**src/rtl/sysctl_pkg.sv**
```systemverilog
// Shared types and constants of the system control coprocessor.
// Assumes a 32-bit core data path.
package sysctl_pkg;
    typedef enum logic [2:0] {
        SEL_NONE  = 3'd0,
        SEL_ID    = 3'd1,
        SEL_CTYPE = 3'd2,
        SEL_CTRL  = 3'd3,
        SEL_TTB   = 3'd4,
        SEL_DAC   = 3'd5
    } reg_sel_e;

    // Control word bit positions that neighbouring logic decodes
    localparam int B_MMU   = 0;
    localparam int B_ALIGN = 1;
    localparam int B_DC    = 2;
    localparam int B_WB    = 3;
    localparam int B_BIG   = 7;
    localparam int B_S     = 8;
    localparam int B_R     = 9;
    localparam int B_IC    = 12;
    localparam int B_VEC   = 13;
    localparam int B_RR    = 14;
    localparam int B_MODE  = 30;

    localparam logic [1:0] MODE_RSVD = 2'b10;
endpackage

```
**src/rtl/sysctl_decode.sv**
```systemverilog
// Field decoder: maps the selector fields of one transfer to a register select.
// Assumes only primary opcode 0 and secondary register 0 are implemented.
module sysctl_decode
    import sysctl_pkg::*;
(
    input  logic [2:0] op1,
    input  logic [3:0] crn,
    input  logic [3:0] crm,
    input  logic [2:0] op2,
    output reg_sel_e   sel
);
    // Purpose: pick the addressed entry, SEL_NONE when not implemented
    always_comb begin
        sel = SEL_NONE;
        if (op1 == 3'd0 && crm == 4'd0) begin
            unique case (crn)
                4'd0:    sel = (op2 == 3'd0) ? SEL_ID :
                               (op2 == 3'd1) ? SEL_CTYPE : SEL_NONE;
                4'd1:    sel = (op2 == 3'd0) ? SEL_CTRL : SEL_NONE;
                4'd2:    sel = (op2 == 3'd0) ? SEL_TTB  : SEL_NONE;
                4'd3:    sel = (op2 == 3'd0) ? SEL_DAC  : SEL_NONE;
                default: sel = SEL_NONE;
            endcase
        end
    end
endmodule

```
**src/rtl/sysctl_regs.sv**
```systemverilog
// Writable storage: control word (masked), table base and domain word.
// Assumes wr_en is already qualified by a valid write request.
module sysctl_regs
    import sysctl_pkg::*;
#(
    parameter int          DW        = 32,
    parameter logic [31:0] CTRL_MASK = 32'hC000_738F
) (
    input  logic          clk,
    input  logic          rst_n,
    input  logic          wr_en,
    input  reg_sel_e      sel,
    input  logic [DW-1:0] wdata,
    output logic [DW-1:0] ctrl_q,
    output logic [DW-1:0] ttb_q,
    output logic [DW-1:0] dac_q
);
    localparam logic [DW-1:0] MASK = DW'(CTRL_MASK);

    // Purpose: load the addressed writable register on a write
    always_ff @(posedge clk) begin
        if (!rst_n) begin
            ctrl_q <= '0;
            ttb_q  <= '0;
            dac_q  <= '0;
        end else if (wr_en) begin
            if (sel == SEL_CTRL) ctrl_q <= wdata & MASK;
            if (sel == SEL_TTB)  ttb_q  <= wdata;
            if (sel == SEL_DAC)  dac_q  <= wdata;
        end
    end

    a_r5_reserved_zero: assert property (@(posedge clk) disable iff (!rst_n)
        (ctrl_q & ~MASK) == '0);
    a_r8_ttb_load: assert property (@(posedge clk) disable iff (!rst_n)
        (wr_en && sel == SEL_TTB) |=> ttb_q == $past(wdata));
    a_r3_ro_write_no_change: assert property (@(posedge clk) disable iff (!rst_n)
        (wr_en && (sel == SEL_ID || sel == SEL_CTYPE))
        |=> ($stable(ctrl_q) && $stable(ttb_q) && $stable(dac_q)));
endmodule

```
**src/rtl/sysctl_ctrl_out.sv**
```systemverilog
// Control word decoder: drives the enables, vector base and bus mode.
// Assumes the control word has its reserved bits already cleared.
module sysctl_ctrl_out
    import sysctl_pkg::*;
#(
    parameter int          DW     = 32,
    parameter logic [31:0] VEC_HI = 32'hFFFF_0000
) (
    input  logic          clk,
    input  logic          rst_n,
    input  logic [DW-1:0] ctrl,
    output logic          mmu_en,
    output logic          align_chk_en,
    output logic          dcache_en,
    output logic          wbuf_en,
    output logic          big_endian,
    output logic          perm_s,
    output logic          perm_r,
    output logic          icache_en,
    output logic          rr_replace,
    output logic [DW-1:0] vec_base,
    output logic [1:0]    bus_mode
);
    logic [1:0] mode_field;
    logic [1:0] mode_hold_q;
    logic       ctrl_unused;

    assign ctrl_unused = ^{ctrl[29:15], ctrl[11:10], ctrl[6:4]};

    // Purpose: map single control bits to their enables
    always_comb begin
        mmu_en       = ctrl[B_MMU];
        align_chk_en = ctrl[B_ALIGN];
        dcache_en    = ctrl[B_DC];
        wbuf_en      = ctrl[B_WB];
        big_endian   = ctrl[B_BIG];
        perm_s       = ctrl[B_S];
        perm_r       = ctrl[B_R];
        icache_en    = ctrl[B_IC];
        rr_replace   = ctrl[B_RR];
        vec_base     = ctrl[B_VEC] ? DW'(VEC_HI) : '0;
    end

    assign mode_field = ctrl[B_MODE+1:B_MODE];

    // Purpose: substitute the last valid mode while the field is reserved
    always_comb begin
        bus_mode = (mode_field == MODE_RSVD) ? mode_hold_q : mode_field;
    end

    // Purpose: remember the mode currently driven
    always_ff @(posedge clk) begin
        if (!rst_n) mode_hold_q <= 2'b00;
        else        mode_hold_q <= bus_mode;
    end

    a_r7_no_reserved_mode: assert property (@(posedge clk) disable iff (!rst_n)
        bus_mode != MODE_RSVD);
endmodule

```
**src/rtl/sysctl_cop.sv**
```systemverilog
// System control coprocessor register bank (top).
// Decodes move-to / move-from transfers, holds the registers and drives
// decoded control outputs. Assumes at most one transfer per cycle.
module sysctl_cop
    import sysctl_pkg::*;
#(
    parameter int          DW         = 32,
    parameter logic [31:0] DEV_ID     = 32'h4112_9200,
    parameter logic [31:0] CACHE_TYPE = 32'h0D17_2172,
    parameter logic [31:0] CTRL_MASK  = 32'hC000_738F,
    parameter logic [31:0] VEC_HI     = 32'hFFFF_0000
) (
    input  logic          clk,
    input  logic          rst_n,
    input  logic          xfer_valid,
    input  logic          xfer_wr,
    input  logic [2:0]    op1,
    input  logic [3:0]    crn,
    input  logic [3:0]    crm,
    input  logic [2:0]    op2,
    input  logic [DW-1:0] wdata,
    output logic [DW-1:0] rdata,
    output logic          rvalid,
    output logic          undef_flag,
    output logic          mmu_en,
    output logic          align_chk_en,
    output logic          dcache_en,
    output logic          wbuf_en,
    output logic          big_endian,
    output logic          perm_s,
    output logic          perm_r,
    output logic          icache_en,
    output logic          rr_replace,
    output logic [DW-1:0] vec_base,
    output logic [1:0]    bus_mode,
    output logic [DW-1:0] ttb_base,
    output logic [DW-1:0] domain_acc
);
    reg_sel_e      sel;
    logic          illegal;
    logic          wr_en;
    logic [DW-1:0] ctrl_q;

    sysctl_decode u_decode (
        .op1 (op1),
        .crn (crn),
        .crm (crm),
        .op2 (op2),
        .sel (sel)
    );

    assign wr_en = xfer_valid && xfer_wr;

    sysctl_regs #(.DW(DW), .CTRL_MASK(CTRL_MASK)) u_regs (
        .clk    (clk),
        .rst_n  (rst_n),
        .wr_en  (wr_en),
        .sel    (sel),
        .wdata  (wdata),
        .ctrl_q (ctrl_q),
        .ttb_q  (ttb_base),
        .dac_q  (domain_acc)
    );

    sysctl_ctrl_out #(.DW(DW), .VEC_HI(VEC_HI)) u_ctrl_out (
        .clk          (clk),
        .rst_n        (rst_n),
        .ctrl         (ctrl_q),
        .mmu_en       (mmu_en),
        .align_chk_en (align_chk_en),
        .dcache_en    (dcache_en),
        .wbuf_en      (wbuf_en),
        .big_endian   (big_endian),
        .perm_s       (perm_s),
        .perm_r       (perm_r),
        .icache_en    (icache_en),
        .rr_replace   (rr_replace),
        .vec_base     (vec_base),
        .bus_mode     (bus_mode)
    );

    // Purpose: classify a request as undefined (unknown entry or read-only write)
    always_comb begin
        illegal = xfer_valid &&
                  (sel == SEL_NONE || (xfer_wr && (sel == SEL_ID || sel == SEL_CTYPE)));
    end

    // Purpose: combinational read mux with its strobe
    always_comb begin
        rvalid = xfer_valid && !xfer_wr && sel != SEL_NONE;
        rdata  = '0;
        if (rvalid) begin
            unique case (sel)
                SEL_ID:    rdata = DW'(DEV_ID);
                SEL_CTYPE: rdata = DW'(CACHE_TYPE);
                SEL_CTRL:  rdata = ctrl_q;
                SEL_TTB:   rdata = ttb_base;
                SEL_DAC:   rdata = domain_acc;
                default:   rdata = '0;
            endcase
        end
    end

    // Purpose: register the undefined-access pulse
    always_ff @(posedge clk) begin
        if (!rst_n) undef_flag <= 1'b0;
        else        undef_flag <= illegal;
    end

    a_r1_undef_after_bad: assert property (@(posedge clk) disable iff (!rst_n)
        illegal |=> undef_flag);
    a_r1_quiet_after_good: assert property (@(posedge clk) disable iff (!rst_n)
        !illegal |=> !undef_flag);
    a_r10_rvalid_read_only: assert property (@(posedge clk) disable iff (!rst_n)
        rvalid |-> (xfer_valid && !xfer_wr));
    a_r2_id_value: assert property (@(posedge clk) disable iff (!rst_n)
        (rvalid && crn == 4'd0 && op2 == 3'd0) |-> rdata == DW'(DEV_ID));
endmodule

```
**config.mk**
```make
export PLATFORM = sky130hd
export DESIGN_NAME = sysctl_cop
export DESIGN_NICKNAME = d
export VERILOG_FILES = /design/src/rtl/sysctl_pkg.sv /design/src/rtl/sysctl_decode.sv /design/src/rtl/sysctl_regs.sv /design/src/rtl/sysctl_ctrl_out.sv /design/src/rtl/sysctl_cop.sv
export SDC_FILE = /design/constraint.sdc
export NUM_CORES = 1
export LEC_CHECK = 0
export ABC_CLOCK_PERIOD_IN_PS = 3690
export BUFFER_PORTS_ARGS = -buffer_cell sky130_fd_sc_hd__buf_2
export CAP_MARGIN = 20
export CORE_UTILIZATION = 45
export CTS_BUF_LIST = sky130_fd_sc_hd__clkbuf_16
export CTS_CLUSTER_DIAMETER = 150
export CTS_CLUSTER_SIZE = 12
export DETAILED_ROUTE_END_ITERATION = 8
export GPL_TIMING_DRIVEN = 0
export MAX_ROUTING_LAYER = met4
export PLACE_DENSITY = 0.88
export SLEW_MARGIN = 20
export SYNTH_ARGS = -nofsm -noshare
export SYNTH_HDL_FRONTEND = slang
export SYNTH_SLANG_ARGS = --single-unit
```
**constraint.sdc**
```tcl
create_clock -name clk -period 3.69 [get_ports clk]
set_input_delay 0.1845 -clock clk [delete_from_list [all_inputs] [get_ports clk]]
set_output_delay 0.1845 -clock clk [all_outputs]
set_load 0.01 [all_outputs]
```
== Word-level counts from Yosys, hierarchy flattened ==
Cells that the tools add are included.

* Muxes and demuxes: 11
* Reductions and logical operators: 18
* Equal/unequal tests: 10

{| class="wikitable"
|+ Operators by type and width
! operator !! number
|-
| case mux 32 bit (5 select lines) || 1
|-
| two-way mux 32 bit || 2
|-
| two-way mux 3 bit || 4
|-
| case mux 3 bit (4 select lines) || 1
|-
| zero test 3 bit || 3
|-
| equality test 4 x 2 -> 1 bit, second input constant || 2
|-
| zero test 4 bit || 2
|-
| equality test 3 x 1 -> 1 bit, second input constant || 2
|-
| equality test 3 x 2 -> 1 bit, second input constant || 2
|-
| equality test 3 bit, second input constant || 2
|-
| logical AND 1 bit || 6
|-
| two-way mux 2 bit || 3
|-
| AND reduction 2 bit || 3
|-
| equality test 4 x 1 -> 1 bit, second input constant || 1
|-
| nonzero test 3 bit || 1
|-
| equality test 2 bit, second input constant || 1
|-
| logical OR 1 bit || 2
|-
| zero test 1 bit || 1
|}

* Register bits: 79
* Logic and storage cells: 44

== Logic depth before layout (Yosys ltp) ==
* Depth after elaboration: 10
* Depth in mapped cells: 8
* Depth with buffers taken out: 4

== By module ==
From an unflattened synthesis, not the netlist that was laid out.

* Cell total of the unflattened synthesis: 505
* Area, all modules: 4444.3 µm²

{| class="wikitable"
|+ By module, submodules not included
! module !! area an instance (µm²) !! instances !! sequential area each (µm²) !! cells an instance
|-
| sysctl_regs || 2996.6 || 1 || 1521.5 || 304
|-
| sysctl_cop || 997.2 || 1 || 20.0 || 143
|-
| sysctl_ctrl_out || 380.4 || 1 || 40.0 || 48
|-
| sysctl_decode || 70.1 || 1 || 0.0 || 10
|}

== Worst setup path after synthesis ==
OpenSTA, ideal clock, no wires.

* Path type: input -> output
* Start: input port crm[3]
* End: output port rdata[19]
* Arrival: 2.258 ns
* Required time: 3.506 ns
* Path buffers: 4
* Cell stages on the path: 8
* Setup slack: 1.248 ns
* Cell sequence: or4_1 > clkbuf_1 > or3_4 > buf_6 > or3_1 > clkbuf_1 > clkbuf_1 > nor2_1

* Longest elaborated chain between the ends: 6
* Elaborated cells between the ends (all ways): 12

{| class="wikitable"
|+ Ends and longest elaborated chain
! what !! line !! source
|-
| start: declaration || sysctl_cop.sv:19 || <nowiki>input logic [3:0] crm,</nowiki>
|-
| zero test 4 bit (*) || sysctl_decode.sv:15 || <nowiki>if (op1 == 3'd0 && crm == 4'd0) begin</nowiki>
|-
| logical AND 1 bit (*) || sysctl_decode.sv:15 ||
|-
| two-way mux 3 bit (*) || sysctl_decode.sv:15 ||
|-
| equality test 3 bit (tied with other cells) || sysctl_cop.sv:93 || <nowiki>unique case (sel)</nowiki>
|-
| case mux 32 bit (5 select lines) or logical AND 1 bit (tied branches) || sysctl_cop.sv:93, sysctl_cop.sv:90 ||
|-
| two-way mux 32 bit (*) || sysctl_cop.sv:92 || <nowiki>if (rvalid) begin</nowiki>
|-
| end: declaration || sysctl_cop.sv:22 || <nowiki>output logic [DW-1:0] rdata,</nowiki>
|}

Every way passes the cells marked *; elsewhere a longest branch is shown, timed or not.

== Worst setup path in the final report ==
* Start: input port crm[3]
* End: output port rdata[8]

The elaborated chain is that of the path after synthesis.

==> results.sh <==
export IMPL_die_y_um=95.9
export IMPL_dr_pass1_iters=5
export IMPL_drive_above_1_share_pct=36.4
export IMPL_synth_area_top_cells="dfxtp_1 (40%), mux2i_1 (21%), nand2_1 (11%)"
export IMPL_grt_pass1_vias=3993
export IMPL_met3_usage_pct=4.50
export IMPL_slew_headroom_pct=34.9
export IMPL_grt_pass1_wl_um=19700
export IMPL_p_comb_share_pct=6.9
export IMPL_core_um2=8380
export IMPL_synthCells=464
export IMPL_critPathMaxFanout=10
export IMPL_period_share_pct=86.5
export IMPL_max_freq_ghz=0.313
export IMPL_io_pin_count=191
export IMPL_required_ns=3.51
export IMPL_grt_total_usage_pct=29.7
export IMPL_cts_buffer_depth=2
export IMPL_cts_tree="built"
export IMPL_yosys_area_top_type_share_pct=39.8
export IMPL_cts_resized=0
export IMPL_cts_sinks=79
export IMPL_gr_usage_met2_pct=52.9
export IMPL_power_frac_clock_pct=48.7
export IMPL_setup_viol=0
export IMPL_hpwl_um=9860
export IMPL_fin_util_pct=63.8
export IMPL_p_sw_share_pct=22.6
export IMPL_routedWlPerCell_um=17.1
export IMPL_grt_util_met1_pct=33.4
export IMPL_areaGrowthSynthToFinish_pct=34.8
export IMPL_hp_class="input port to flop"
export IMPL_antenna_found_initial=0
export IMPL_postRouteAntennaNets=0
export IMPL_cap_violations=0
export IMPL_die_w_um=95.9
export IMPL_cts_root_buffer="clkbuf_16"
export IMPL_post_cts_buffers=0
export IMPL_ir_drop_mv=0.265
export IMPL_yosysSeqAreaShare_pct=39.8
export IMPL_end_kind="output port"
export IMPL_avgSynthCellArea_um2=8.55
export IMPL_nets=714
export IMPL_grt_busiest_layer="met2"
export IMPL_rsz0062_at_grt="false"
export IMPL_vias=4143
export IMPL_async_reset_ff_share_pct=0
export IMPL_cts_reportedPaths_clkPinSlew_ns=0.06
export IMPL_drc=0
export IMPL_grt_overflow_total=0
export IMPL_die_area_um2=9200
export IMPL_synthFlopType="dfxtp_1"
export IMPL_antennaDiodeCount=0
export IMPL_start_util_pct=47.4
export IMPL_yosysMostFrequentCell="nand2_1"
export IMPL_p_leak_nw=2.54
export IMPL_place_congestion=0.868
export IMPL_drtIter0Drc=199
export IMPL_hold_buffers=0
export IMPL_p_per_area_nw_per_um2=360
export IMPL_cts_buffers=9
export IMPL_worstSetupPathType="input port to output port"
export IMPL_slew_viol_final=0
export IMPL_min_period_ns=3.19
export IMPL_switchingPower_uw=435
export IMPL_routed_via_density=5.36
export IMPL_finalWirelength_um=13200
export IMPL_cts_htree_levels=3
export IMPL_pwr_share_seq_pct=44.4
export IMPL_grt_max_degree=19
export IMPL_yosys_register_bits=79
export IMPL_finClkSkew_ns=0.00392
export IMPL_syn_area_um2=3970
export IMPL_rows=33
export IMPL_regToRegSetupSlack_ns=2.66
export IMPL_worstSetupStartpointType="input port"
export IMPL_yosys_area_top_type="dfxtp_1"
export IMPL_synth_edf_count=0
export IMPL_hold_viol_final=0
export IMPL_finalSetupTns_ns=0
export IMPL_clock_latency_ns=0.33
export IMPL_synth_common_cells="nand2_1 (121), mux2i_1 (82), dfxtp_1 (79)"
export IMPL_cp_arrival_ns=3.01
export IMPL_yosys_warnings=0
export IMPL_status="finished clean"
export IMPL_port_buffers=173
export IMPL_tightest_slew_ns=0.969
export IMPL_synth_distinct_cells=33
export IMPL_p_int_mw=1.49
[worst paths after layout]
path,to,cells past startpoint,from
min,undef_flag,3,xfer_valid
max reg2reg,u_regs.ctrl_q[13],2,u_regs.ctrl_q[13]
max,rdata[8],8,crm[3]
min reg2reg,u_regs.dac_q[19],2,u_regs.dac_q[19]
[power groups by stage]
| stage | sequential (mW) | clock, mW | combinational (mW) |
|---|---|---|---|
| floorplan | 0.873 | 0 | 0.0754 |
| global placement | 0.873 | 0 | 0.127 |
| detailed placement | 0.873 | 0 | 0.130 |
| CTS | 0.854 | 0.941 | 0.131 |
| global route | 0.853 | 0.982 | 0.146 |
| finish | 0.854 | 0.937 | 0.133 |
[area by class of cell]
class / count / area [µm²]
Clock inverter: 6 / 87.6
Inverter: 3 / 11.3
Buffer: 67 / 409
Sequential cell: 79 / 1580
Clock buffer: 9 / 225
Multi-Input combinational cell: 330 / 2030
Fill cell: 743 / 3030
Tap cell: 105 / 131
Timing Repair Buffer: 174 / 873
[layout by cell type (no fill, tap or decap), types with 2 or more instances in the layout]
| cell | n |
|---|---|
| mux2_2 | 6 |
| nor3_1 | 3 |
| dfxtp_1 | 79 |
| or4_4 | 2 |
| nand2b_1 | 6 |
| bufinv_16 | 2 |
| buf_2 | 179 |
| and2_1 | 3 |
| clkbuf_1 | 22 |
| nor2_1 | 30 |
| nand2_1 | 121 |
| or3_1 | 3 |
| inv_1 | 3 |
| nor4_2 | 2 |
| buf_1 | 3 |
| a211oi_1 | 3 |
| a22oi_1 | 15 |
| buf_6 | 4 |
| o21ai_0 | 3 |
| or4_1 | 2 |
| a21oi_1 | 19 |
| clkinvlp_4 | 2 |
| buf_4 | 33 |
| conb_1 | 16 |
| a2111oi_0 | 7 |
| mux2i_1 | 82 |
| clkbuf_16 | 9 |
[worst max-delay path, stage by stage]
cell      delay, ns
buf_2          0.09
or4_1          0.54
clkbuf_1       0.20
nor4_2         0.86
clkbuf_1       0.59
nand2_1        0.11
a21oi_1        0.25
buf_2          0.18
[metal layers]
| layer | share of wire [%] | wire [µm] |
|---|---|---|
| met3 | 8.4 | 1110 |
| met5 | 0 | 0 |
| met1 | 39 | 5200 |
| met4 | 2.0 | 265 |
| met2 | 50 | 6650 |
[metrics by stage]
step	hold WS, ns	total power, mW	std cells	area (µm²)	worst slack (ns)
3_5_place_dp	0.460	1.00	758	5040	0.546
5_1_grt	0.133	1.98	773	5350	0.349
3_3_place_gp	0.452	0.999	757	5020	0.471
2_1_floorplan	0.301	0.948	479	4030	1.25
6_report	0.108	1.92	773	5350	0.498
4_1_cts	0.111	1.93	773	5350	0.545
[registers in the layout, indices dropped and copies added, names as in the netlist]
| signal | flops |
|---|---|
| u_ctrl_out.mode_hold_q | 2 |
| undef_flag | 1 |
| u_regs.ctrl_q | 12 |
| u_regs.dac_q | 32 |
| u_regs.ttb_q | 32 |
[logic make-up (layout without fill, tap and decap cells)]
group | count (synthesis) | count (layout) | synth area share (%)
buffers and inverters | 70 | 259 | 10.6
muxes | 88 | 88 | 22.4
other | 1 | 16 | 0.0945
and+or+nand+nor | 176 | 176 | 18.8
AOI/OAI and AO/OA | 50 | 50 | 8.26
DFF | 79 | 79 | 39.8
Note: power is estimated with default switching activity, not from simulation.
